### config.mk
export PLATFORM = sky130hd
export DESIGN_NAME = irq_redir_regif
export DESIGN_NICKNAME = d
export VERILOG_FILES = /design/src/rtl/irq_redir_pkg.sv /design/src/rtl/irq_redir_ctrl.sv /design/src/rtl/irq_redir_table.sv /design/src/rtl/irq_redir_regif.sv
export SDC_FILE = /design/constraint.sdc
export NUM_CORES = 2
export LEC_CHECK = 0
export ABC_AREA = 0
export BUFFER_PORTS_ARGS = -buffer_cell sky130_fd_sc_hd__clkbuf_2
export CAP_MARGIN = 15
export CORE_AREA = 2 2 668 670
export CTS_CLUSTER_DIAMETER = 100
export DETAILED_ROUTE_END_ITERATION = 8
export DIE_AREA = 0 0 670 672
export MAX_ROUTING_LAYER = met4
export PLACE_DENSITY_LB_ADDON = 0.15
export REMOVE_ABC_BUFFERS = 1
export SLEW_MARGIN = 30
export SYNTH_ARGS = -nofsm -noshare
export SYNTH_HDL_FRONTEND = slang
export SYNTH_HIERARCHICAL = 1
export SYNTH_SLANG_ARGS = --single-unit
### constraint.sdc
create_clock -name clk -period 3 [get_ports clk]
set_clock_uncertainty 0.1 [all_clocks]
set_input_delay 0.3 -clock clk [delete_from_list [all_inputs] [get_ports clk]]
set_output_delay 0.3 -clock clk [all_outputs]
set_load 0.03 [all_outputs]
### src/rtl/irq_redir_pkg.sv
package irq_redir_pkg;

  localparam logic [7:0] OFF_SEL = 8'h00;
  localparam logic [7:0] OFF_WIN = 8'h10;
  localparam logic [7:0] OFF_EOI = 8'h40;

  localparam logic [7:0] SEL_ID   = 8'h00;
  localparam logic [7:0] SEL_VER  = 8'h01;
  localparam logic [7:0] SEL_ARB  = 8'h02;
  localparam logic [7:0] SEL_TBL  = 8'h10;

  localparam int BIT_PEND   = 12;
  localparam int BIT_REMIRR = 14;
  localparam int BIT_TRIG   = 15;
  localparam int BIT_MASK   = 16;

  localparam logic [63:0] ENTRY_RST = 64'h0000_0000_0001_0000;

  typedef enum logic [1:0] {
    WIN_NONE = 2'd0,
    WIN_IDENT = 2'd1,
    WIN_VERS = 2'd2,
    WIN_ENTRY = 2'd3
  } winKindT;

  typedef struct packed {
    winKindT     kind;
    logic [7:0]  entIdx;
    logic        entHi;
    logic        entWr;
    logic [3:0]  lanes;
    logic [31:0] data;
  } regStrobeT;

endpackage

### src/rtl/irq_redir_ctrl.sv
module irq_redir_ctrl
  import irq_redir_pkg::*;
#(
  parameter int NUM_PINS = 24,
  parameter logic [7:0] VERSION = 8'h20
) (
  input  logic        clk,
  input  logic        rstN,
  input  logic [7:0]  busAddr,
  input  logic        wrEn,
  input  logic        rdEn,
  input  logic [3:0]  byteEn,
  input  logic [31:0] wrData,
  input  logic [31:0] winWord,
  output logic [31:0] rdData,
  output logic [7:0]  selReg,
  output regStrobeT   strb,
  output logic        serviceReq,
  output logic        eoiStrobe,
  output logic [7:0]  eoiVector
);

  localparam logic [7:0] PIN_CNT = 8'(NUM_PINS);
  localparam logic EOI_OK = (VERSION == 8'h20);

  logic [7:0] selOffs;
  logic       selInTbl;
  logic       eoiFire;

  assign selOffs  = selReg - SEL_TBL;
  assign selInTbl = (selReg >= SEL_TBL) && ({1'b0, selOffs[7:1]} < PIN_CNT);

  always_comb begin
    strb.entIdx = {1'b0, selOffs[7:1]};
    strb.entHi  = selOffs[0];
    strb.lanes  = byteEn;
    strb.data   = wrData;
    if (selInTbl)                                 strb.kind = WIN_ENTRY;
    else if (selReg == SEL_ID || selReg == SEL_ARB) strb.kind = WIN_IDENT;
    else if (selReg == SEL_VER)                   strb.kind = WIN_VERS;
    else                                          strb.kind = WIN_NONE;
    strb.entWr = wrEn && (busAddr == OFF_WIN) && selInTbl;
  end

  assign eoiFire = EOI_OK && wrEn && (busAddr == OFF_EOI) && (&byteEn);

  always_ff @(posedge clk or negedge rstN) begin
    if (!rstN) begin
      selReg     <= '0;
      rdData     <= '0;
      serviceReq <= 1'b0;
      eoiStrobe  <= 1'b0;
      eoiVector  <= '0;
    end else begin
      if (wrEn && busAddr == OFF_SEL && byteEn[0]) selReg <= wrData[7:0];
      if (rdEn) begin
        case (busAddr)
          OFF_SEL: rdData <= {24'h0, selReg};
          OFF_WIN: rdData <= winWord;
          default: rdData <= '0;
        endcase
      end
      serviceReq <= strb.entWr;
      eoiStrobe  <= eoiFire;
      if (eoiFire) eoiVector <= wrData[7:0];
    end
  end

endmodule

### src/rtl/irq_redir_table.sv
module irq_redir_table
  import irq_redir_pkg::*;
#(
  parameter int NUM_PINS = 24,
  parameter logic [7:0] VERSION = 8'h20
) (
  input  logic                  clk,
  input  logic                  rstN,
  input  regStrobeT             strb,
  input  logic [3:0]            ctrlId,
  input  logic [NUM_PINS-1:0]   pendSet,
  input  logic [NUM_PINS-1:0]   pendClr,
  input  logic [NUM_PINS-1:0]   remIrrSet,
  input  logic [NUM_PINS-1:0]   remIrrClr,
  output logic [31:0]           winWord,
  output logic [64*NUM_PINS-1:0] tableOut
);

  localparam logic [7:0] MAX_ENT = 8'(NUM_PINS - 1);

  logic [63:0] entArr [NUM_PINS];
  logic [31:0] laneMask;
  logic [63:0] wrMask;
  logic [63:0] wrWide;

  assign laneMask = {{8{strb.lanes[3]}}, {8{strb.lanes[2]}},
                     {8{strb.lanes[1]}}, {8{strb.lanes[0]}}};
  assign wrMask = strb.entHi ? {laneMask, 32'h0} : {32'h0, laneMask};
  assign wrWide = {strb.data, strb.data};

  for (genvar i = 0; i < NUM_PINS; i++) begin : g_ent
    logic [63:0] cur;
    logic [63:0] nxt;
    logic        hit;
    logic        pendNxt;
    logic        remNxt;

    assign hit = strb.entWr && (strb.entIdx == 8'(i));

    always_comb begin
      pendNxt = pendSet[i] ? 1'b1 : (pendClr[i] ? 1'b0 : cur[BIT_PEND]);
      remNxt  = remIrrSet[i] ? 1'b1 : (remIrrClr[i] ? 1'b0 : cur[BIT_REMIRR]);
      nxt = cur;
      if (hit) nxt = (cur & ~wrMask) | (wrWide & wrMask);
      nxt[BIT_PEND]   = pendNxt;
      nxt[BIT_REMIRR] = remNxt;
      if (hit && !nxt[BIT_TRIG]) nxt[BIT_REMIRR] = 1'b0;
    end

    always_ff @(posedge clk or negedge rstN) begin
      if (!rstN) cur <= ENTRY_RST;
      else       cur <= nxt;
    end

    assign entArr[i] = cur;
    assign tableOut[64*i +: 64] = cur;
  end

  logic [63:0] selEnt;
  always_comb begin
    selEnt = '0;
    for (int k = 0; k < NUM_PINS; k++) begin
      if (strb.entIdx == 8'(k)) selEnt = entArr[k];
    end
  end

  always_comb begin
    case (strb.kind)
      WIN_IDENT: winWord = {4'h0, ctrlId, 24'h0};
      WIN_VERS:  winWord = {8'h0, MAX_ENT, 8'h0, VERSION};
      WIN_ENTRY: winWord = strb.entHi ? selEnt[63:32] : selEnt[31:0];
      default:   winWord = '0;
    endcase
  end

endmodule

### src/rtl/irq_redir_regif.sv
module irq_redir_regif
  import irq_redir_pkg::*;
#(
  parameter int NUM_PINS = 24,
  parameter logic [7:0] VERSION = 8'h20
) (
  input  logic                   clk,
  input  logic                   rstN,
  input  logic [7:0]             busAddr,
  input  logic                   wrEn,
  input  logic                   rdEn,
  input  logic [3:0]             byteEn,
  input  logic [31:0]            wrData,
  output logic [31:0]            rdData,
  input  logic [3:0]             ctrlId,
  input  logic [NUM_PINS-1:0]    pendSet,
  input  logic [NUM_PINS-1:0]    pendClr,
  input  logic [NUM_PINS-1:0]    remIrrSet,
  input  logic [NUM_PINS-1:0]    remIrrClr,
  output logic [64*NUM_PINS-1:0] tableOut,
  output logic                   serviceReq,
  output logic                   eoiStrobe,
  output logic [7:0]             eoiVector
);

  regStrobeT   strb;
  logic [31:0] winWord;
  logic [7:0]  selReg;

  irq_redir_ctrl #(.NUM_PINS(NUM_PINS), .VERSION(VERSION)) u_ctrl (
    .clk(clk), .rstN(rstN), .busAddr(busAddr), .wrEn(wrEn), .rdEn(rdEn),
    .byteEn(byteEn), .wrData(wrData), .winWord(winWord), .rdData(rdData),
    .selReg(selReg), .strb(strb), .serviceReq(serviceReq),
    .eoiStrobe(eoiStrobe), .eoiVector(eoiVector)
  );

  irq_redir_table #(.NUM_PINS(NUM_PINS), .VERSION(VERSION)) u_table (
    .clk(clk), .rstN(rstN), .strb(strb), .ctrlId(ctrlId),
    .pendSet(pendSet), .pendClr(pendClr), .remIrrSet(remIrrSet),
    .remIrrClr(remIrrClr), .winWord(winWord), .tableOut(tableOut)
  );

endmodule

==> flow_summary.toml <==
[place]
dp_hpwl_mm = 557
place_congestion = 0.934
io_buffers = 1725
placed_area_um2 = 103000

[logic_synthesis]
syn_area_per_cell_um2 = 12.6
synth_fa_ha_area_share_pct = 0.0335
synth-seq-area-share_pct = 53.2
synth_compound_area_share_pct = 10.0
yosys.area_share.simple_pct = 6.54
synth_area_um2 = 74700
synthDistinctLibCells = 86
async_reset_ff_share_pct = 100
syn_inst = 5936
synth_top_family_by_area = "multiplexers"
synthXorXnorAreaFrac_pct = 0.0235
synth_warnings = 6
synth_seq_cells = 1586
synth_edf_count = 0
synth_mux_area_share_pct = 26.9
synth_flop_cell = "dfrtp_1"

[sta]
fmax_ghz = 0.260
setup_viol = 1539
setup_slack_ns = -0.850
whs_ns = 0.0831
hold_violations = 0
rsz0062_at_grt = "yes"
timing.final.crit_share_pct = 128
period_needed_ns = 3.85
drv_slew = 0
worst_pin_slew_ns = 1.32
relSlewSlack_pct = 11.9

[critical_path]
path_class = "reg2reg"
start_kind = "flop"
path_cells = "buf_6 -> nor3_4 -> xor2_2 -> or4_4 -> buf_8 -> nor2_4 -> buf_8 -> buf_12 -> nand2_2 -> a221o_1 -> nand4_1 -> o211ai_1 -> a21oi_2 -> nand2_1 -> o22ai_1"
path_buf_inv = 4
cp_top_family = "simple AND/OR/NAND/NOR gates"
required_ns = 3.72
critPathArrivalTime_ns = 4.57
crit_top_cell = "buf_8"
cpPeakStageDelay_ns = 0.60
path_max_fanout = 6
end_kind = "flop"
crit_slowest_cell = "or4_4"

[route]
drc = 0
num_vias = 71700
wl_mm = 688
drtPass1Iterations = 6
drt_iter0_drc = 6727
viasPerCell = 4.73
drtAntennaViolNets = 0
wire_per_inst_um = 45.4

[layout]
areaGrowthSynthToFinish_pct = 57.3
fin_nets = 9171
fillers = 46900
post-route-util_pct = 26.5
multi_input_area_um2 = 35800
final_common_cell = "clkbuf_2"
finalInstanceArea_um2 = 117000
regArea_um2 = 39700
drive_above_1_share_pct = 61.5
final_cell_mix = "1720 x clkbuf_2, 1557 x dfrtp_1, 1401 x mux2_2"

[cts]
clkSinkCount = 1586
clkSlewWorstSetupHoldPaths_ns = 0.06
h-tree-depth = 4
clk_latency_ns = 0.96
clockRootBuffer = "clkbuf_16"
cts.path.max_buffers = 4
cts_tree = "yes"
numCtsBuffers = 212

[status]
status = "complete, but fails checks"
violations = "setup timing"

[pwr]
p_total_uw = 51300
p_leak_uw = 0.0569
vdd_drop_max_mv = 0.461
power.density_nw_per_um2 = 437

[global_route]
grt_usage_pct = 30.3
grt_overflow_total = 0
grt_max_degree = 117
antenna_found_initial = 65
grt_pass1_vias = 71900
grt_pass1_wl_mm = 859

[floorplan]
die_w_um = 670
die_height_um = 672
initial_core_util_pct = 16.8
core_area_um2 = 444000
pin_count = 1726
dieArea_um2 = 450000
rows = 245

[flow_run]
maxCapViolations = 0

[hold_path]
hp-class = "in2async"
[cells in the mapped netlist, types with 25 or more instances]
| library cell | number | area, µm² |
|---|---|---|
| dfrtp_1 | 1562 | 39100 |
| mux2_2 | 1541 | 17400 |
| nand2_1 | 299 | 1120 |
| clkbuf_1 | 279 | 1050 |
| a21oi_1 | 249 | 1250 |
| o21ai_0 | 229 | 1150 |
| nor2_1 | 201 | 754 |
| nand3_1 | 118 | 591 |
| o22ai_1 | 112 | 701 |
| buf_2 | 111 | 556 |
| mux2i_1 | 99 | 991 |
| a22oi_1 | 85 | 638 |
| mux4_2 | 77 | 1730 |
| inv_1 | 71 | 267 |
| a221oi_1 | 69 | 604 |
| nor2_2 | 64 | 400 |
| nor2b_1 | 61 | 382 |
| buf_4 | 51 | 383 |
| nor3_1 | 45 | 225 |
| o221ai_1 | 45 | 394 |
| a211oi_1 | 39 | 293 |
| buf_1 | 37 | 139 |
| o211ai_1 | 37 | 278 |
| a21o_1 | 34 | 255 |
| a31oi_1 | 31 | 194 |
| and3_1 | 25 | 156 |
[tightest hold or removal path: stages]
cell	delay [ns]
dlygate4sd3_1	0.58
buf_12	0.32
buf_12	0.24
[worst paths after layout]
| check | from | to | slack [ns] | cells past startpoint |
|---|---|---|---|---|
| worst max-delay path | u_ctrl/selReg[4]$_DFFE_PN0P_ | u_ctrl/rdData[14]$_DFFE_PN0P_ | -0.85 | 15 |
| worst min register to register | u_ctrl/eoiVector[3]$_DFFE_PN0P_ | u_ctrl/eoiVector[3]$_DFFE_PN0P_ | 0.42 | 1 |
| worst min-delay path | rstN | async pin | 0.08 | 3 |
| worst max register to register | u_ctrl/selReg[4]$_DFFE_PN0P_ | u_ctrl/rdData[14]$_DFFE_PN0P_ | -0.85 | 15 |
| min in group clk | wrData[3] | flop | 0.08 | 2 |
| max in group asynchronous | rstN | async pin | 1.65 | 4 |
[report_power, final]
group	internal [µW]	total, µW	switching, µW
logic	871	3150	2280
clock network	15400	26600	11200
registers	21400	21500	100
total	37800	51300	13600
[layer usage]
layer	GRT usage (%)	wire, µm	vias up	part of all wire (%)
li1	-	-	28400	-
met1	34.9	266000	38900	39
met2	50.6	333000	3410	48
met3	6.32	46500	939	6.8
met4	14.3	43400	0	6.3
met5	-	0	-	0
[per-stage QoR]
stage,cells,TNS [ns],setup slack [ns]
after floorplan,5454,-,-11.59
after global placement,14400,-843.41,-1.57
after detailed placement,14400,-836.35,-1.36
after CTS,15000,-636.78,-0.872
after global routing,15100,-764.21,-0.917
final,15200,-649.91,-0.850
[final cells by class]
| class | count | share of cell area [%] |
|---|---|---|
| well taps | 5928 | 6.31 |
| diodes | 36 | 0.0767 |
| clock inverters | 69 | 0.741 |
| flip-flops and latches | 1586 | 33.8 |
| multi-input cells | 3794 | 30.5 |
| inverters | 74 | 0.247 |
| repair buffers | 3353 | 23.1 |
| clock buffers | 311 | 5.25 |
[logic make-up (layout without fill, tap and decap cells)]
group | Yosys count | after routing
adders and majority gates | 2 | 2
DFF | 1586 | 1586
buffers and inverters | 556 | 3807
muxes | 1719 | 1719
and+or+nand+nor | 947 | 947
other | 1 | 37
xor gates and xnor gates | 2 | 2
AOI/OAI and AO/OA | 1123 | 1123
[what timing repair did]
item                                   in CTS  in global routing
hold buffers                              166                  0
gates cloned                                1                  0
endpoints found under the hold margin    1389                  0
resized for setup                         397                572
setup endpoints to repair                1539               1544
buffers inserted                           96                 95
pin swaps                                 119                193
Power figures use the tool's default switching activity.
